[config.mk]
export PLATFORM = sky130hd
export DESIGN_NAME = lcd_color_packer
export DESIGN_NICKNAME = d
export VERILOG_FILES = /design/src/rtl/lcd_color_packer_pkg.sv /design/src/rtl/pal_bank.sv /design/src/rtl/subpix_fsm.sv /design/src/rtl/bit_packer.sv /design/src/rtl/lcd_color_packer.sv
export SDC_FILE = /design/constraint.sdc
export NUM_CORES = 1
export LEC_CHECK = 0
export ABC_AREA = 1
export BUFFER_PORTS_ARGS = -buffer_cell sky130_fd_sc_hd__buf_2
export CAP_MARGIN = 30
export CORE_MARGIN = 2
export CORE_UTILIZATION = 62
export DETAILED_ROUTE_END_ITERATION = 10
export HOLD_SLACK_MARGIN = 0.05
export MAX_ROUTING_LAYER = met4
export PLACE_DENSITY_LB_ADDON = 0.25
export SYNTH_ARGS = -nofsm -noshare
export SYNTH_HDL_FRONTEND = slang
export SYNTH_SLANG_ARGS = --single-unit
[constraint.sdc]
create_clock -name clk -period 3.4 [get_ports clk]
set_clock_uncertainty 0.15 [all_clocks]
set_input_delay 1.02 -clock clk [delete_from_list [all_inputs] [get_ports clk]]
set_output_delay 1.02 -clock clk [all_outputs]
set_load 0.01 [all_outputs]
[src/rtl/lcd_color_packer_pkg.sv]
package lcd_color_packer_pkg;
    typedef enum logic [1:0] {
        ST_TAKE  = 2'd0,
        ST_GREEN = 2'd1,
        ST_BLUE  = 2'd2
    } sp_state_t;

    localparam logic [1:0] DEPTH_1 = 2'd0;
    localparam logic [1:0] DEPTH_2 = 2'd1;
    localparam logic [1:0] DEPTH_4 = 2'd2;
    localparam logic [1:0] DEPTH_8 = 2'd3;

    localparam int CH_RED   = 0;
    localparam int CH_GREEN = 1;
    localparam int CH_BLUE  = 2;
    localparam int NUM_CH   = 3;
endpackage

[src/rtl/pal_bank.sv]
module pal_bank #(
    parameter int ENTRIES = 16,
    parameter int VW      = 4,
    parameter int NCH     = 3,
    localparam int AW     = $clog2(ENTRIES)
) (
    input  logic                     clk,
    input  logic                     rst,
    input  logic                     we,
    input  logic [1:0]               sel,
    input  logic [AW-1:0]            waddr,
    input  logic [VW-1:0]            wdata,
    input  logic [NCH-1:0][AW-1:0]   raddr,
    output logic [NCH-1:0][VW-1:0]   rdata
);
    for (genvar c = 0; c < NCH; c++) begin : g_chan
        logic [VW-1:0] mem [ENTRIES];

        always_ff @(posedge clk) begin
            if (rst) begin
                for (int k = 0; k < ENTRIES; k++) begin
                    mem[k] <= VW'(k);
                end
            end else if (we && (sel == 2'(c))) begin
                mem[waddr] <= wdata;
            end
        end

        assign rdata[c] = mem[raddr[c]];
    end
endmodule

[src/rtl/subpix_fsm.sv]
module subpix_fsm
    import lcd_color_packer_pkg::*;
#(
    parameter int VW = 4,
    parameter int AW = 4
) (
    input  logic                     clk,
    input  logic                     rst,
    input  logic                     pix_valid,
    output logic                     pix_ready,
    input  logic [7:0]               pix_idx,
    input  logic [1:0]               bpp_sel,
    input  logic                     color_mode,
    input  logic [VW-1:0]            frame_phase,
    output logic [NUM_CH-1:0][AW-1:0] raddr,
    input  logic [NUM_CH-1:0][VW-1:0] rdata,
    output logic                     push,
    output logic                     push_bit
);
    sp_state_t state, state_nx;
    logic      g_hold, b_hold;
    logic      mono, chroma, accept;
    logic      r_bit, g_bit, b_bit;

    assign mono   = (bpp_sel == DEPTH_1);
    assign chroma = color_mode && !mono;
    assign accept = (state == ST_TAKE) && pix_valid;

    // Palette address decode per depth
    always_comb begin
        raddr = '0;
        unique case (bpp_sel)
            DEPTH_2: begin
                for (int c = 0; c < NUM_CH; c++) raddr[c] = AW'(pix_idx[1:0]);
            end
            DEPTH_8: begin
                if (color_mode) begin
                    raddr[CH_RED]   = AW'(pix_idx[7:5]);
                    raddr[CH_GREEN] = AW'(pix_idx[4:2]);
                    raddr[CH_BLUE]  = AW'(pix_idx[1:0]);
                end else begin
                    for (int c = 0; c < NUM_CH; c++) raddr[c] = AW'(pix_idx[3:0]);
                end
            end
            default: begin
                for (int c = 0; c < NUM_CH; c++) raddr[c] = AW'(pix_idx[3:0]);
            end
        endcase
    end

    assign r_bit = rdata[CH_RED]   > frame_phase;
    assign g_bit = rdata[CH_GREEN] > frame_phase;
    assign b_bit = rdata[CH_BLUE]  > frame_phase;

    // State register
    always_ff @(posedge clk) begin
        if (rst) state <= ST_TAKE;
        else     state <= state_nx;
    end

    always_ff @(posedge clk) begin
        if (rst) begin
            g_hold <= 1'b0;
            b_hold <= 1'b0;
        end else if (accept) begin
            g_hold <= g_bit;
            b_hold <= b_bit;
        end
    end

    // Next state
    always_comb begin
        state_nx = state;
        unique case (state)
            ST_TAKE:  if (accept && chroma) state_nx = ST_GREEN;
            ST_GREEN: state_nx = ST_BLUE;
            ST_BLUE:  state_nx = ST_TAKE;
            default:  state_nx = ST_TAKE;
        endcase
    end

    // Outputs
    always_comb begin
        pix_ready = 1'b0;
        push      = 1'b0;
        push_bit  = 1'b0;
        unique case (state)
            ST_TAKE: begin
                pix_ready = 1'b1;
                push      = pix_valid;
                push_bit  = mono ? pix_idx[0] : (chroma ? r_bit : g_bit);
            end
            ST_GREEN: begin
                push     = 1'b1;
                push_bit = g_hold;
            end
            ST_BLUE: begin
                push     = 1'b1;
                push_bit = b_hold;
            end
            default: ;
        endcase
    end
endmodule

[src/rtl/bit_packer.sv]
module bit_packer #(
    parameter int NIB = 4,
    localparam int W  = 2 * NIB,
    localparam int CW = $clog2(W)
) (
    input  logic           clk,
    input  logic           rst,
    input  logic           push,
    input  logic           push_bit,
    input  logic           wide,
    output logic [NIB-1:0] ud,
    output logic [NIB-1:0] ld,
    output logic           shift_en
);
    logic [W-2:0]  sh;
    logic [CW-1:0] cnt;
    logic          last;

    assign last = wide ? (cnt == CW'(W - 1)) : (cnt == CW'(NIB - 1));

    always_ff @(posedge clk) begin
        if (rst) begin
            sh       <= '0;
            cnt      <= '0;
            ud       <= '0;
            ld       <= '0;
            shift_en <= 1'b0;
        end else begin
            shift_en <= 1'b0;
            if (push) begin
                if (last) begin
                    if (wide) begin
                        {ud, ld} <= {sh, push_bit};
                    end else begin
                        ud <= {sh[NIB-2:0], push_bit};
                        ld <= '0;
                    end
                    cnt      <= '0;
                    shift_en <= 1'b1;
                end else begin
                    sh  <= {sh[W-3:0], push_bit};
                    cnt <= cnt + 1'b1;
                end
            end
        end
    end
endmodule

[src/rtl/lcd_color_packer.sv]
module lcd_color_packer
    import lcd_color_packer_pkg::*;
#(
    parameter int ENTRIES = 16,
    parameter int VW      = 4,
    parameter int NIB     = 4,
    localparam int AW     = $clog2(ENTRIES)
) (
    input  logic           clk,
    input  logic           rst,
    input  logic           pix_valid,
    output logic           pix_ready,
    input  logic [7:0]     pix_idx,
    input  logic [1:0]     bpp_sel,
    input  logic           color_mode,
    input  logic           wide_bus,
    input  logic [VW-1:0]  frame_phase,
    input  logic           pal_we,
    input  logic [1:0]     pal_sel,
    input  logic [AW-1:0]  pal_addr,
    input  logic [VW-1:0]  pal_data,
    output logic [NIB-1:0] ud,
    output logic [NIB-1:0] ld,
    output logic           shift_en
);
    logic [NUM_CH-1:0][AW-1:0] raddr;
    logic [NUM_CH-1:0][VW-1:0] rdata;
    logic                      push, push_bit;

    pal_bank #(.ENTRIES(ENTRIES), .VW(VW), .NCH(NUM_CH)) u_pal (
        .clk(clk), .rst(rst), .we(pal_we), .sel(pal_sel),
        .waddr(pal_addr), .wdata(pal_data), .raddr(raddr), .rdata(rdata)
    );

    subpix_fsm #(.VW(VW), .AW(AW)) u_fsm (
        .clk(clk), .rst(rst), .pix_valid(pix_valid), .pix_ready(pix_ready),
        .pix_idx(pix_idx), .bpp_sel(bpp_sel), .color_mode(color_mode),
        .frame_phase(frame_phase), .raddr(raddr), .rdata(rdata),
        .push(push), .push_bit(push_bit)
    );

    bit_packer #(.NIB(NIB)) u_pack (
        .clk(clk), .rst(rst), .push(push), .push_bit(push_bit),
        .wide(wide_bus), .ud(ud), .ld(ld), .shift_en(shift_en)
    );
endmodule

==> results.tsv, run 1 <==
metric	value	unit
critPathTopFamily	simple AND/OR/NAND/NOR gates	
io_buffers	39	
maxSlewHeadroom	48.5	%
synth.distinct_cells	37	
path_class	in2reg	
cts-root-buf	clkbuf_16	
finalSetupViolCount	0	
hold_violations	0	
std_cell_rows	47	
worst_path_most_repeated_cell	nand2_1	
post_cts_resized	0	
drive_gt1_share	10.4	%
clk_pin_slew_worst_paths	0.06	ns
rsz0062_at_grt	false	
crit_chain	buf_2, inv_2, nor2_1, nand2_1, nand2_2, inv_4, nand2_1, nand3_1, nand3_1, nand3_1, nand2_1, inv_1, ha_1, nand2_1, nand2_1, nand2_1, nand2_1, nand2_1, nand2_1, nand3_1, nand2_1, nand3_1, a21oi_1	
netlist_instances	1212	
tns	0	ns
tightest_slew	0.773	ns
yosys-top-cells-area	edfxtp_1 (54%), nand2_1 (13%), nor2_1 (6.7%)	
drc	0	
place_area	11200	um^2
dr.pass1.iters	6	
path_max_fanout	26	
slowest_delay	0.30	ns
ioPinCount	40	
max-clock-path-buffers	3	
start_kind	input pin	
synthFlopType	edfxtp_1	
irDropWorstVdd	0.000420	V
cts_tree	done	
fin_crit	3.07	ns
ys_seq_elements	215	
cts_hold_buf	0	
yosysTopAreaCell	edfxtp_1	
layout_commonest_cell	nand2_1	
vias	8601	
cts_buffers	23	
grt_usage	30.1	%
worst-path-buf-inv	4	
die_h	135	um
crit_arrival	3.36	ns
outcome	completed	
design_area	11900	um^2
netlist_area	10600	um^2
drv_slew	0	
area_growth	12.3	%
avgRoutedWirePerCell	17.5	um
syn_avg_cell_area	8.78	um^2
synth_top_area_share	54.2	%
crit_required	3.68	ns
fin_nets	1307	
ys.warnings.count	0	
gp_routability_congestion	0.966	
syn_nets	1260	
post_cts_buffers	0	
fp.dieArea	18200	um^2
power_leakage	0.00479	uW
p_per_area	537	nW/um^2
hp-class	reg2reg	
diodes	0	
initial_core_util	63.7	%
antenna_found_initial	0	
finalCritPeriodShare	90.4	%
htree_levels	1	
drt-total-wl	26.1	mm
place_hpwl	17.0	mm
yosysSeqAreaShare	58.5	%
maxCapViolCount	0	
synth_edf_count	192	
fmax	325	MHz
clock_sinks	215	
die_x	135	um
insertion_delay	0.51	ns
critPathCaptureType	flip-flop	
crit_path_top_delay_cell	ha_1	
ant_nets	0	
layout_common_cells	nand2_1 (363), edfxtp_1 (192), nor2_1 (189)	
core	16700	um^2
first_global_vias	8239	
grt_max_degree	60	
postSynth.asyncResetShare	0	%
drt_iter0_drc	931	
grt_pass1_wl	41.2	mm
overflow	0	
viasPerCell	5.76	
[where the power goes]
| group | leakage, uW | switching [uW] | total, uW | internal [uW] |
|---|---|---|---|---|
| logic | 0.00235 | 525 | 781 | 256 |
| registers | 0.00207 | 76.8 | 3110 | 3040 |
| clock network | 0.000368 | 979 | 2520 | 1550 |
| total | 0.00479 | 1580 | 6420 | 4840 |
[layer usage]
layer / vias to the layer above / GRT usage, % / part of all wire (%)
met2: 469 / 48.3 / 47
met1: 4012 / 39.3 / 40
met4: 0 / 12.4 / 3.7
met3: 75 / 4.13 / 9.6
met5: - / - / 0
li1: 4045 / - / -
[worst paths after layout]
path / startpoint / end / slack (ns) / cells past startpoint
setup / recovery: color_mode / u_pack.ld[0] / 0.33 / 23
hold / removal: u_pack.ld[3] / u_pack.ld[3] / 0.31 / 2
setup reg to reg: u_fsm.state[1] / u_pack.ud[0] / 0.90 / 12
hold reg to reg: u_pack.ld[3] / u_pack.ld[3] / 0.31 / 2
[registers in the layout (all words and copies together) (netlist names)]
register and flops:
u_pack.cnt 3, u_pack.sh 7, u_fsm.b_hold 1, u_pack.ud 4, u_fsm.g_hold 1, u_pack.ld 4, u_pal.g_chan.mem 192, u_fsm.state 2
u_pack.shift_en 1
[kinds of logic (layout without fill, tap and decap cells)]
family | after synthesis | after routing | synth area share (%)
fa+ha+maj | 18 | 18 | 2.12
flops | 215 | 215 | 58.5
buf+inv | 194 | 256 | 7.66
simple gates | 678 | 678 | 25.7
compound gates | 107 | 107 | 6.02
[metrics by stage]
stage	hold WS (ns)	utilization [%]	std cells	setup slack [ns]	total power, uW
floorplan	0.289	-	1212	0.369	3660
global placement	0.302	67.0	1454	-0.0873	3890
detailed placement	0.304	67.0	1454	-0.174	3920
CTS	0.313	71.5	1494	0.321	6430
global route	0.326	71.5	1494	0.0858	6640
finish	0.313	71.5	1494	0.326	6420
[cells in the mapped netlist (2+ instances only)]
cell type / instances
dfxtp_1: 23
nor3_1: 5
a31oi_1: 2
edfxtp_1: 192
nand2_2: 3
nand3_1: 111
nor2_2: 2
a21boi_0: 2
o31ai_1: 3
o22ai_1: 2
nor2_1: 189
o211ai_1: 10
inv_1: 125
buf_4: 6
inv_2: 9
o21ai_2: 2
a21oi_1: 44
a22oi_1: 6
o221ai_1: 2
buf_6: 7
o21ai_0: 28
ha_1: 18
nand2_1: 363
clkbuf_1: 36
o21ai_4: 2
buf_2: 9
[worst reg2reg max path: cells and delay by family (launching register included)]
family	cells	cell delay (ns)
buffers and inverters	4	0.48
AO/OA/AOI/OAI	2	0.25
AND/OR/NAND/NOR	5	0.89
flip-flops	1	0.34
adder cells (fa/ha/maj)	1	0.32
[layout make-up]
type / count / area, um^2
Sequential cell: 215 / 6230
Fill cell: 1240 / 4750
Multi-Input combinational cell: 803 / 3600
Clock buffer: 29 / 598
Timing Repair Buffer: 81 / 586
Inverter: 135 / 509
Tap cell: 220 / 275
Clock inverter: 11 / 155
Note: power is estimated with default switching activity, not from simulation.
==> run 2, diff against run 1 <==
--- a/config.mk
+++ b/config.mk
@@ -5,15 +5,15 @@
 export SDC_FILE = /design/constraint.sdc
 export NUM_CORES = 1
 export LEC_CHECK = 0
-export ABC_AREA = 1
 export BUFFER_PORTS_ARGS = -buffer_cell sky130_fd_sc_hd__buf_2
 export CAP_MARGIN = 30
 export CORE_MARGIN = 2
-export CORE_UTILIZATION = 62
+export CORE_UTILIZATION = 55
 export DETAILED_ROUTE_END_ITERATION = 10
 export HOLD_SLACK_MARGIN = 0.05
 export MAX_ROUTING_LAYER = met4
 export PLACE_DENSITY_LB_ADDON = 0.25
+export RECOVER_POWER = 50
 export SYNTH_ARGS = -nofsm -noshare
 export SYNTH_HDL_FRONTEND = slang
 export SYNTH_SLANG_ARGS = --single-unit
==> run 2 against run 1 <==
Net effect: the run now ends with negative setup slack left; global-route usage fell by 3.5 points; power fell by 0.36%; count of clock-buffer cells in the layout rose by 3; largest cell class unchanged.
==> results.tsv, run 2 <==
metric	value	unit	change
outcome	finished with violations		
failed_checks	negative setup slack		
netlist_area	10900	um^2	+2.6%
slowest_delay	0.28	ns	-0.02 ns
drt_iter0_drc	652		-30%
p_per_area	504	nW/um^2	-6.2%
crit_required	3.70	ns	+0.02 ns
place_inst	1158		-20%
critPathTopFamily	compound AO/OA/AOI/OAI gates		
insertion_delay	0.52	ns	about the same
syn_nets	922		-27%
crit_chain	buf_8, nand3_4, mux2i_4, buf_12, clkbuf_16, mux2i_1, mux2i_1, o22ai_1, a221o_1, ha_1, and4_1, a21o_1, a31o_2, a22oi_2, nand4b_1, a21oi_2		
finalCritPeriodShare	105	%	+15 points
vias	7428		-14%
maxSlewHeadroom	32.7	%	-16 points
ant_nets	0		unchanged
r2r_slack	0.59	ns	-0.31 ns
hold_violations	0		unchanged
synth_top_area_share	52.8	%	-1.4 points
initial_core_util	56.1	%	-7.6 points
grt_usage	26.6	%	-3.5 points
power_leakage	0.00479	uW	about the same
overflow	0		unchanged
crit_cells	16		-30%
reg2reg_depth	10		-2
finalPower	6400	uW	-0.36%
synth_common_cells	edfxtp_1 (192), or3_1 (97), and2_1 (64), clkbuf_1 (61), nor2_1 (50)		
synthFlopType	edfxtp_1		
clk_pin_slew_worst_paths	0.06	ns	about the same
nFillCells	1424		+15%
cp-startpoint	color_mode		
fin_util	65.2	%	-6.3 points
path_class	in2reg		
std_cell_rows	51		+8.5%
synth.distinct_cells	57		+54%
finalSetupViolCount	3		+3
critPathCaptureType	flip-flop		
fmax	279	MHz	-14%
drc	0		unchanged
synth.most_common_cell	edfxtp_1		
timing.hold.ws	0.304	ns	-0.00952 ns
worst_path_most_repeated_cell	mux2i_1		
crit_path_top_delay_cell	a221o_1		
rsz0062_at_grt	true		
r2r-end	u_pack.ld[0]		
antenna_found_initial	0		unchanged
htree_levels	1		unchanged
grt_pass1_wl	40.7	mm	-1.2%
hp-class	reg2reg		
max-clock-path-buffers	3		unchanged
core	19500	um^2	+17%
cts_tree	done		
path_max_fanout	5		-81%
maxCapViolCount	0		unchanged
tightest_slew	1.01	ns	+0.236 ns
fp.dieArea	21000	um^2	+15%
reg_top3	u_pal.g_chan.mem (192), u_pack.sh (7)		
viasPerCell	6.15		+6.8%
die_h	145	um	+7.3%
synth_edf_count	192		unchanged
crit_arrival	3.88	ns	+0.52 ns
layout_commonest_cell	edfxtp_1		
layout_common_cells	edfxtp_1 (192), or3_1 (97), and2_1 (64)		
syn_avg_cell_area	12.5	um^2	+42%
drv_slew	0		unchanged
yosysTopAreaCell	edfxtp_1		
irDropWorstVdd	0.000286	V	-32%
yosys-top-cells-area	edfxtp_1 (53%), or3_1 (5.6%), mux4_2 (5.2%)		
setup_slack	-0.178	ns	-0.504 ns
fin_crit	3.58	ns	+0.504 ns
start_kind	input pin		
ys.warnings.count	0		unchanged
ys_seq_elements	215		unchanged
fin_nets	973		-26%
largest_reg_flops	192		unchanged
endpoint	u_pack.ld[0]		
drt-total-wl	26.8	mm	+2.6%
gp_routability_congestion	0.864		-11%
diodes	0		unchanged
cts_hold_buf	0		unchanged
grt_max_degree	72		+20%
clock_sinks	215		unchanged
largest_register	u_pal.g_chan.mem		
avgRoutedWirePerCell	22.2	um	+27%
die_x	145	um	+7.3%
cts_buffers	24		+4.3%
area_growth	16.3	%	
netlist_instances	874		-28%
place_hpwl	18.1	mm	+6.9%
postSynth.asyncResetShare	0	%	unchanged
drive_gt1_share	24.7	%	+14 points
io_buffers	39		unchanged
instances_no_fill	1208		-19%
cts-root-buf	clkbuf_16		
ioPinCount	40		unchanged
first_global_vias	7341		-11%
yosysSeqAreaShare	57.1	%	-1.5 points
tns	-0.400	ns	-0.400 ns
dr.pass1.iters	5		-1
worst-path-buf-inv	3		-1
reg2reg_from	u_pal.g_chan[0].mem[8][3]		
## run 2: cell count changes after synthesis, sizes merged, moves of 24 or more
cell,before,now
and2,0,68
mux4,0,31
mux2i,0,50
nand2,367,44
or3,0,97
or2,0,28
clkbuf,36,61
and3,0,46
inv,134,7
nand3,112,16
nor2,191,50
a21oi,44,20
## run 2: cell families after synthesis
group / synth area share, %
AOI/OAI and AO/OA: 6.05
and+or+nand+nor: 19.3
buffers and inverters: 3.19
xor gates and xnor gates: 0.0803
DFF: 57.1
adders and majority gates: 2.06
muxes: 12.2
## run 2: metrics by stage
stage | worst slack [ns] | area (um^2)
floorplan | -0.425 | 11000
global placement | -0.653 | 11600
detailed placement | -0.705 | 11600
CTS | -0.103 | 12500
global route | -0.292 | 12700
finish | -0.178 | 12700
## run 2: worst min path at each step
stage	from	to	slack (ns)	depth (start not counted)
after CTS	u_fsm.b_hold	u_fsm.b_hold	0.31	2
final	u_pack.ld[2]	u_pack.ld[2]	0.30	2
after global routing	u_fsm.b_hold	u_fsm.b_hold	0.33	2
after global placement	u_pack.ld[1]	u_pack.ld[1]	0.29	2
after detailed placement	u_pack.ld[1]	u_pack.ld[1]	0.30	2
after floorplan	u_fsm.g_hold	u_fsm.g_hold	0.28	2
## run 2: metal layers
metal	global-route usage (%)	routed length, um	up-vias	share of wire, %
met5	-	0	-	0
met4	8.43	757	0	2.8
met3	4.90	2200	68	8.2
met2	44.0	13100	334	49
met1	33.6	10800	3660	40
li1	-	-	3366	-
## run 2: what timing repair did
item | in CTS | in global routing
resized for setup | 11 | 25
cloned | 0 | 3
setup buffers | 1 | 2
endpoints found under the setup margin | 4 | 5
pin swaps | 3 | 19
## run 2: power breakdown
group          switching, uW  internal, uW
clock                   1030          1530
sequential              56.7          3000
combinational            424           350
total                   1510          4890
## run 2: layout make-up
cell class	instances	area, um^2	area share (%)
Multi-Input combinational cell	577	4510	35.5
Timing Repair Buffer	100	810	6.38
Inverter	7	26.3	0.207
Tap cell	265	332	2.61
Clock inverter	12	123	0.966
Clock buffer	32	666	5.24
Sequential cell	215	6230	49.0
## run 2: tightest hold or removal path: cells and delay by family, from the launching register on
| kind | cells | cell delay (ns) |
|---|---|---|
| AND/OR/NAND/NOR | 1 | 0.05 |
| flip-flops | 1 | 0.30 |
| AO/OA/AOI/OAI | 1 | 0.05 |
